### src/rtl/pwr_meter_pkg.sv
package pwr_meter_pkg;
  typedef enum logic {
    MODE_MS  = 1'b0,
    MODE_RMS = 1'b1
  } pwr_mode_e;
endpackage

### src/rtl/pwr_term.sv
module pwr_term #(
  parameter int unsigned SAMPLE_W = 12,
  parameter int unsigned TERM_W   = 11
) (
  input  logic signed [SAMPLE_W-1:0] sample_i,
  output logic        [TERM_W-1:0]   term_o
);
  localparam int unsigned SQ_W = 2 * SAMPLE_W;

  logic [SAMPLE_W-1:0] mag;
  logic [SQ_W-1:0]     sq;

  // magnitude of the most negative code still fits unsigned
  always_comb begin
    mag    = sample_i[SAMPLE_W-1] ? (~sample_i + 1'b1) : sample_i;
    sq     = SQ_W'(mag) * SQ_W'(mag);
    term_o = TERM_W'(sq >> (SQ_W - TERM_W));
  end
endmodule

### src/rtl/pwr_window.sv
module pwr_window #(
  parameter int unsigned PERIOD_W   = 24,
  parameter int unsigned ACC_W      = 24,
  parameter int unsigned TERM_W     = 11,
  parameter int unsigned MIN_PERIOD = 128
) (
  input  logic                clk_i,
  input  logic                rst_ni,
  input  logic                en_i,
  input  logic                valid_i,
  input  logic [TERM_W-1:0]   term_i,
  input  logic [PERIOD_W-1:0] period_i,
  output logic                close_o,
  output logic [ACC_W-1:0]    snap_o
);
  localparam int unsigned TMR_W = PERIOD_W + 1;

  logic             armed_q;
  logic [TMR_W-1:0] timer_q;
  logic [ACC_W-1:0] acc_q;
  logic [ACC_W-1:0] snap_q;
  logic             close_q;

  logic [TMR_W-1:0] eff_period;
  logic [ACC_W:0]   acc_sum;
  logic [ACC_W-1:0] acc_next;
  logic [ACC_W-1:0] term_ext;

  always_comb begin
    if (period_i == '0)
      eff_period = TMR_W'(1) << PERIOD_W;
    else if (period_i < PERIOD_W'(MIN_PERIOD))
      eff_period = TMR_W'(MIN_PERIOD);
    else
      eff_period = {1'b0, period_i};
  end

  always_comb begin
    term_ext = ACC_W'(term_i);
    acc_sum  = {1'b0, acc_q} + {1'b0, term_ext};
    acc_next = acc_sum[ACC_W] ? '1 : acc_sum[ACC_W-1:0];
  end

  always_ff @(posedge clk_i or negedge rst_ni) begin
    if (!rst_ni) begin
      armed_q <= 1'b0;
      timer_q <= '0;
      acc_q   <= '0;
      snap_q  <= '0;
      close_q <= 1'b0;
    end else begin
      close_q <= 1'b0;
      if (!en_i) begin
        armed_q <= 1'b0;
      end else if (valid_i) begin
        if (!armed_q) begin
          armed_q <= 1'b1;
          timer_q <= eff_period;
          acc_q   <= term_ext;
        end else if (timer_q == TMR_W'(1)) begin
          // boundary sample opens the next window
          snap_q  <= acc_q;
          close_q <= 1'b1;
          timer_q <= eff_period;
          acc_q   <= term_ext;
        end else begin
          timer_q <= timer_q - 1'b1;
          acc_q   <= acc_next;
        end
      end
    end
  end

  assign close_o = close_q;
  assign snap_o  = snap_q;

  a_r2_timer_bounds: assert property (@(posedge clk_i) disable iff (!rst_ni)
    armed_q |-> (timer_q >= TMR_W'(1) && timer_q <= (TMR_W'(1) << PERIOD_W)));

  a_r4_no_wrap: assert property (@(posedge clk_i) disable iff (!rst_ni)
    (en_i && valid_i && armed_q && timer_q != TMR_W'(1)) |=> (acc_q >= $past(acc_q)));

  a_r7_halt_frozen: assert property (@(posedge clk_i) disable iff (!rst_ni)
    !en_i |=> ($stable(acc_q) && $stable(timer_q) && !close_o));
endmodule

### src/rtl/pwr_isqrt.sv
module pwr_isqrt #(
  parameter int unsigned RAD_W  = 24,
  parameter int unsigned ROOT_W = RAD_W / 2
) (
  input  logic              clk_i,
  input  logic              rst_ni,
  input  logic              start_i,
  input  logic [RAD_W-1:0]  rad_i,
  output logic              done_o,
  output logic [ROOT_W-1:0] root_o
);
  localparam int unsigned REM_W = ROOT_W + 2;
  localparam int unsigned CNT_W = $clog2(ROOT_W + 1);
  localparam int unsigned SQ_W  = 2 * ROOT_W + 2;

  logic [RAD_W-1:0]  rad_q;
  logic [REM_W-1:0]  rem_q;
  logic [ROOT_W-1:0] root_q;
  logic [CNT_W-1:0]  cnt_q;
  logic              busy_q;
  logic              done_q;

  logic [REM_W-1:0] rem_sh;
  logic [REM_W-1:0] trial;
  logic             ge;

  // restoring step: two radicand bits in, one root bit out
  always_comb begin
    rem_sh = (rem_q << 2) | REM_W'(rad_q[RAD_W-1 -: 2]);
    trial  = {root_q, 2'b01};
    ge     = (rem_sh >= trial);
  end

  always_ff @(posedge clk_i or negedge rst_ni) begin
    if (!rst_ni) begin
      rad_q  <= '0;
      rem_q  <= '0;
      root_q <= '0;
      cnt_q  <= '0;
      busy_q <= 1'b0;
      done_q <= 1'b0;
    end else begin
      done_q <= 1'b0;
      if (start_i) begin
        rad_q  <= rad_i;
        rem_q  <= '0;
        root_q <= '0;
        cnt_q  <= CNT_W'(ROOT_W);
        busy_q <= 1'b1;
      end else if (busy_q) begin
        rad_q  <= rad_q << 2;
        rem_q  <= ge ? (rem_sh - trial) : rem_sh;
        root_q <= {root_q[ROOT_W-2:0], ge};
        cnt_q  <= cnt_q - 1'b1;
        if (cnt_q == CNT_W'(1)) begin
          busy_q <= 1'b0;
          done_q <= 1'b1;
        end
      end
    end
  end

  assign done_o = done_q;
  assign root_o = root_q;

  a_r8_no_restart: assert property (@(posedge clk_i) disable iff (!rst_ni)
    start_i |-> !busy_q);

  a_r5_root_exact: assert property (@(posedge clk_i) disable iff (!rst_ni)
    done_q |-> ((SQ_W'(root_q) * SQ_W'(root_q) <= SQ_W'(rad_i)) &&
                ((SQ_W'(root_q) + 1'b1) * (SQ_W'(root_q) + 1'b1) > SQ_W'(rad_i))));
endmodule

### src/rtl/pwr_rms_meter.sv
module pwr_rms_meter
  import pwr_meter_pkg::*;
#(
  parameter int unsigned SAMPLE_W   = 12,
  parameter int unsigned PERIOD_W   = 24,
  parameter int unsigned ACC_W      = 24,
  parameter int unsigned TERM_W     = 11,
  parameter int unsigned RES_W      = 20,
  parameter int unsigned MIN_PERIOD = 128
) (
  input  logic                       clk_i,
  input  logic                       rst_ni,
  input  logic                       en_i,
  input  logic                       sample_valid_i,
  input  logic signed [SAMPLE_W-1:0] sample_i,
  input  logic [PERIOD_W-1:0]        period_i,
  input  logic                       mode_i,
  output logic [RES_W-1:0]           result_o,
  output logic                       result_valid_o
);
  localparam int unsigned ROOT_W = ACC_W / 2;

  logic [TERM_W-1:0] term;
  logic              close;
  logic [ACC_W-1:0]  snap;
  logic              sqrt_start;
  logic              sqrt_done;
  logic [ROOT_W-1:0] root;
  logic [RES_W-1:0]  ms_fmt;
  logic [RES_W-1:0]  result_q;
  logic              valid_q;

  pwr_term #(
    .SAMPLE_W(SAMPLE_W),
    .TERM_W  (TERM_W)
  ) u_term (
    .sample_i(sample_i),
    .term_o  (term)
  );

  pwr_window #(
    .PERIOD_W  (PERIOD_W),
    .ACC_W     (ACC_W),
    .TERM_W    (TERM_W),
    .MIN_PERIOD(MIN_PERIOD)
  ) u_window (
    .clk_i   (clk_i),
    .rst_ni  (rst_ni),
    .en_i    (en_i),
    .valid_i (sample_valid_i),
    .term_i  (term),
    .period_i(period_i),
    .close_o (close),
    .snap_o  (snap)
  );

  assign sqrt_start = close && (pwr_mode_e'(mode_i) == MODE_RMS);

  pwr_isqrt #(
    .RAD_W (ACC_W),
    .ROOT_W(ROOT_W)
  ) u_isqrt (
    .clk_i  (clk_i),
    .rst_ni (rst_ni),
    .start_i(sqrt_start),
    .rad_i  (snap),
    .done_o (sqrt_done),
    .root_o (root)
  );

  // keep the top bits of the sum when the result is narrower
  generate
    if (RES_W >= ACC_W) begin : g_ms_wide
      assign ms_fmt = RES_W'(snap);
    end else begin : g_ms_narrow
      assign ms_fmt = RES_W'(snap >> (ACC_W - RES_W));
    end
  endgenerate

  always_ff @(posedge clk_i or negedge rst_ni) begin
    if (!rst_ni) begin
      result_q <= '0;
      valid_q  <= 1'b0;
    end else begin
      valid_q <= 1'b0;
      if (close && (pwr_mode_e'(mode_i) == MODE_MS)) begin
        result_q <= ms_fmt;
        valid_q  <= 1'b1;
      end else if (sqrt_done) begin
        result_q <= RES_W'(root);
        valid_q  <= 1'b1;
      end
    end
  end

  assign result_o       = result_q;
  assign result_valid_o = valid_q;

  a_r6_single_pulse: assert property (@(posedge clk_i) disable iff (!rst_ni)
    result_valid_o |=> !result_valid_o);

  a_r6_hold: assert property (@(posedge clk_i) disable iff (!rst_ni)
    !result_valid_o |-> (result_o == $past(result_o)));

  a_r7_quiet_when_off: assert property (@(posedge clk_i) disable iff (!rst_ni)
    (!en_i && !$past(en_i)) |=> !close);
endmodule

### config.mk
export PLATFORM = sky130hd
export DESIGN_NAME = pwr_rms_meter
export DESIGN_NICKNAME = d
export VERILOG_FILES = /design/src/rtl/pwr_meter_pkg.sv /design/src/rtl/pwr_term.sv /design/src/rtl/pwr_window.sv /design/src/rtl/pwr_isqrt.sv /design/src/rtl/pwr_rms_meter.sv
export SDC_FILE = /design/constraint.sdc
export NUM_CORES = 1
export LEC_CHECK = 0
export BUFFER_PORTS_ARGS = -buffer_cell sky130_fd_sc_hd__buf_4
export CAP_MARGIN = 20
export CORE_UTILIZATION = 65
export DETAILED_ROUTE_END_ITERATION = 6
export PLACE_DENSITY = 0.94
export RECOVER_POWER = 25
export REMOVE_ABC_BUFFERS = 1
export SETUP_SLACK_MARGIN = 0.1
export SYNTH_ARGS = -nofsm -noshare
export SYNTH_HDL_FRONTEND = slang
export SYNTH_SLANG_ARGS = --single-unit
### constraint.sdc
create_clock -name clk_i -period 7.5 [get_ports clk_i]
set_input_delay 0 -clock clk_i [delete_from_list [all_inputs] [get_ports clk_i]]
set_output_delay 0 -clock clk_i [all_outputs]
set_load 0.1 [all_outputs]
# Word level (Yosys, flattened, before mapping)
# Index checks and enable logic that the tools add are counted.
# totals
ramBits,0
latch_bits,0
mem_bits_ro,0
mem_count,0
out_inout_bits,21
reg_bits,150
# classes
bitwise,3
shift,0
reduce_logical,7
n_mux,33
add_sub_neg,5
n_eq_ne,3
n_mul,1
div_mod_pow,0
n_lt_le_gt_ge,2
# ops
cell,n
two-way mux 24 bit,6
two-way mux 25 bit,3
two-way mux 12 bit,6
two-way mux 20 bit,2
adder 24 x 11 -> 25 bit,1
== test 25 x 1 -> 1 bit (second input constant),1
subtractor 25 x 1 -> 25 bit (second input constant),1
logical NOT 24 bit,1
less-than comparator 24 x 8 -> 1 bit (second input constant),1
multiplier 12 x 12 -> 24 bit,1
greater-or-equal comparator 14 bit,1
two-way mux 1 bit,14
OR 14 x 2 -> 14 bit,1
adder 12 x 1 -> 12 bit (second input constant),1
inverter 12 bit,1
subtractor 12 bit,1
two-way mux 4 bit,2
== test 4 x 1 -> 1 bit (second input constant),1
AND reduction 4 bit,1
nonzero test 2 bit,2
subtractor 4 x 1 -> 4 bit (second input constant),1
logical AND 1 bit,2
inequality test 2 x 1 -> 1 bit (second input constant),1
AND reduction 2 bit,1
inverter 1 bit,1

# Depth between registers and ports, before layout
# depth
depth_word,8
depth_mapped,37
ltp_nobuf,35

# By module
# Synthesis repeated with hierarchy kept, for this count alone.
# unflattened
hier_cells,1369
area_unflattened_um2,12608.3
# modules_own_cells
module,area_each_um2,instances,cells_each,seq_area_each_um2
pwr_window,4404.2,1,494,1876.8
pwr_term,4021.4,1,486,0.0
pwr_isqrt,3114.2,1,321,1351.3
pwr_rms_meter,1068.5,1,68,525.5

# Worst setup path after synthesis
# OpenSTA, ideal clock, no wires.
# synth_timing
path_kind,input to register
start,input port sample_i[8]
end,register u_window.acc_q[21]
path_slack_ns,-0.279
setup_time_ns,0.099
arrival_ns,7.680
required_time_ns,7.401
path_buffers,0
stages,30
cell_sequence,or4_1 > o31ai_1 > xor2_1 > nor2_1 > fa_1 > fa_1 > inv_1 > fa_1 > inv_1 > fa_1 > inv_1 > fa_1 > inv_1 > ha_1 > a21o_1 > o311ai_0 > o211a_1 > nor3_1 > o211a_1 > a21oi_1 > xnor2_1 > ha_1 > nor2_1 > nor2_1 > o21ai_0 > nand2_1 > a31oi_2 > or3_4 > and2_0 > a311oi_1
# synth_between
elab_chain_len,8
# synth_rtl
item,line,rtl
"start, declared",pwr_rms_meter.sv:15,"input logic signed [SAMPLE_W-1:0] sample_i,"
inverter 12 bit,pwr_term.sv:15,mag = sample_i[SAMPLE_W-1] ? (~sample_i + 1'b1) : sample_i;
adder 12 x 1 -> 12 bit,pwr_term.sv:15,
two-way mux 12 bit (*),pwr_term.sv:15,
multiplier 12 x 12 -> 24 bit (*),pwr_term.sv:16,sq = SQ_W'(mag) * SQ_W'(mag);
adder 24 x 11 -> 25 bit (*),pwr_window.sv:40,"acc_sum = {1'b0, acc_q} + {1'b0, term_ext};"
two-way mux 24 bit (*),pwr_window.sv:41,acc_next = acc_sum[ACC_W] ? '1 : acc_sum[ACC_W-1:0];
two-way mux 24 bit (*),pwr_window.sv:60,end else if (timer_q == TMR_W'(1)) begin
two-way mux 24 bit (*),pwr_window.sv:56,if (!armed_q) begin
"end signal, assigned",pwr_window.sv:59,acc_q <= term_ext;
"end signal, assigned",pwr_window.sv:65,acc_q <= term_ext;
"end signal, assigned",pwr_window.sv:68,acc_q <= acc_next;
"end, declared",pwr_window.sv:20,logic [ACC_W-1:0] acc_q;
# Every way passes the cells marked *; elsewhere a longest branch is shown, timed or not.
# A chain may end at the register's enable or synchronous reset.

# Worst setup path in the final report
# layout_timing
start,input port sample_i[0]
end,register u_window.acc_q[20]
# The elaborated chain is that of the path after synthesis.

==> results.txt <==
Die width - 139 um
Root buffer selected by CTS - clkbuf_16
Placement Cell Area - 13400 um^2
Remaining antenna violation count - 0
Worst Skew - 0.0186 ns
Synth Register Bits - 150
DIE HEIGHT - 139 um
Top-level I/O count - 62
Synth top cells by count - inv_1 (179), dfrtp_1 (150), nand2_1 (127)
Via count - 11918
Setup-failing EPs final - 24
CTS Buffer Depth - 2
Worst hold stages - 4
Total GRT Usage - 36.0%
WP data required - 7.82 ns
Arr. time, crit path - 8.32 ns
Reg clk slew, reported paths - 0.07 ns
YS warnings - 0
Largest net degree at the start of global routing - 80
Layout cells sized above 1 - 20.1%
Post-synth EDFFs - 0
Diode count - 0
Most frequent CP cell - inv_1
Fmax - 125 MHz
Register area share after synthesis - 30.9%
Max H-tree Level - 4
Syn_area_per_cell - 9.10 um^2
Synth Area in Adders - 21.8%
Die area - 19200 um^2
1st-pass router iterations - 7
Simple-Gate Fraction of Synth Area - 14.8%
Mux share of post-synthesis cell area - 7.05%
Synth cell types - 71
Post-synth top flop - dfrtp_1
Clock Sinks - 150
Fin. max-slew vios - 73
Share of the synthesized area in the top cell type - 30.9%
Cell area after synthesis - 12100 um^2
Yosys top cell by area - dfrtp_1
Status - finished with violations
Hold worst-path end - u_window.timer_q[7]$_DFFE_PN0P_
First-pass GRT wire length - 55400 um
FFs w/ async S/R, synth - 100%
Failing checks - DRC, capacitance limit, slew limit, setup timing
Crit path max fanout - 7
Worst setup EP type - flip-flop
Final core utilization - 80.9%
Final net count - 1703
Setup CP Type - input pin to flip-flop
Tmin final - 8.00 ns
Max Cap Violations - 1
TritonCTS clock tree - done
Hold WC Path Type - input pin to flip-flop
Fill cells - 940
Total grt overflow - 0
Drt drc - 13
Final period util - 107%
Fin. Hold Viols - 0
Largest family of logic cells by synthesized area - adder cells
WL/cell - 23.2 um
Slowest-stage cell, CP - fa_1
PortBufs - 61
Initial core utilization - 66.9%
Post-route setup slack - -0.500 ns
Worst R2R Start - u_window.timer_q[20]$_DFFE_PN0P_
Antenna violations before repair - 0
Rel. slew slack - -154%
Vias in the first global route - 11570
Most common cell in the netlist - inv_1
Post-Synth XOR/XNOR Area - 3.10%
RSZ-0062 raised after global routing - yes
Worst-case reg-to-reg path depth - 8
Biggest cell delay along the critical path - 0.56 ns
Starting DRT DRC Count - 1464
Final wirelength - 40500 um
FF-to-FF End - u_window.timer_q[24]$_DFFE_PN0P_
Placer Congestion - 0.977
DPL Wire Length - 21500 um
Dpl ws - -0.597 ns
Layout area overhead - 21.0%
Vias per cell - 6.85
Tightest Pin Transition - 3.81 ns
Worst reg2reg setup slack - 3.70 ns
Row count - 49
Total CTS buffers - 17
Final instance area - 14700 um^2
Worst min-delay path startpoint - period_i[7]
Setup TNS Final - -9.27 ns
Crit path launch type - input pin
Compound-gate portion of the synthesized area - 14.8%
Post-Syn Instances - 1334
Largest cells by area after synthesis - dfrtp_1 (31%), fa_1 (13%), ha_1 (8.5%), inv_1 (5.5%), o21ai_0 (4.8%)
Clock Latency Late Sink - 0.44 ns
Core area - 18100 um^2
-- layout by cell type, fill, tap and decap left out, types with 19 or more instances in the layout --
cell	instances
o21ai_0	108
mux2i_1	54
fa_1	77
a21oi_1	57
dlygate4sd3_1	26
nand2_1	126
dfrtp_1	149
mux2_2	24
inv_1	169
ha_1	78
buf_4	150
xnor2_1	27
nor3_1	19
nor2_1	98
-- metrics by stage --
stage | std cells | hold WS, ns
after floorplan | 1292 | -0.296
after global placement | 1672 | 0.0480
after detailed placement | 1672 | 0.0497
after CTS | 1733 | 0.00841
after global routing | 1741 | 0.0550
final | 1741 | 0.00848
-- cell families (layout without fill, tap and decap cells) --
logic type               count (synthesis)  in the layout
AND/OR/NAND/NOR                        372            372
AO/OA/AOI/OAI                          294            294
buffers and inverters                  228            399
adder cells (fa/ha/maj)                163            163
flip-flops                             150            150
multiplexers                            82             82
XOR/XNOR                                43             43
other                                    2              9
-- worst max-delay path: cells and delay by family --
family	cells	cell delay (ns)
adder cells (fa/ha/maj)	7	3.28
AO/OA/AOI/OAI	10	2.05
XOR/XNOR	2	0.38
AND/OR/NAND/NOR	5	1.19
buffers and inverters	12	1.40
-- layout make-up --
class | instances | area [um^2] | area share, %
sequential | 150 | 3750 | 25.6
tap | 229 | 287 | 1.95
multi-input combinational | 963 | 7900 | 53.8
clock inverter | 12 | 169 | 1.15
clock buffer | 20 | 437 | 2.97
inverter | 179 | 672 | 4.58
timing repair buffer | 188 | 1460 | 9.96
-- state kept, by name, indices dropped and copies added (netlist names) --
register and cells:
u_window.acc_q 24, result_o 20, u_isqrt.cnt_q 4, u_isqrt.rad_q 24, u_window.armed_q 1, u_window.timer_q 25
u_isqrt.done_o 1, u_window.snap_o 24, u_isqrt.busy_q 1, u_isqrt.root_o 12, result_valid_o 1, u_isqrt.rem_q 12
u_window.close_o 1
-- timing repair --
action | in CTS | in global routing
hold buffers | 25 | 1
gates resized for setup | 15 | 76
pin swaps | 7 | 36
buffers inserted | 4 | 6
endpoints found under the hold margin | 94 | 1
setup endpoints to repair | 24 | 24
cloned | 0 | 0
-- worst max-delay path by stage --
stage                     start                        endpoint  slack, ns  cells after the start
CTS                 sample_i[8]  u_window.acc_q[21]$_DFFE_PN0P_       0.10                     34
floorplan           sample_i[8]  u_window.acc_q[15]$_DFFE_PN0P_      -0.37                     30
global placement    sample_i[8]  u_window.acc_q[17]$_DFFE_PN0P_      -0.19                     34
detailed placement  sample_i[8]   u_window.acc_q[5]$_DFFE_PN0P_      -0.60                     33
global route        sample_i[3]  u_window.acc_q[20]$_DFFE_PN0P_      -0.87                     35
finish              sample_i[0]  u_window.acc_q[20]$_DFFE_PN0P_      -0.50                     36
-- per-layer routing --
| layer | global-route usage, % | wire (um) |
|---|---|---|
| met1 | 41.6 | 13700 |
| met2 | 62.7 | 19000 |
| met3 | 6.80 | 4150 |
| met4 | 21.6 | 3560 |
| met5 | 0 | 0 |
Power is left out: the tool's default activity adds up to more than one toggle a clock period on the data nets, which glitch-free logic cannot reach.
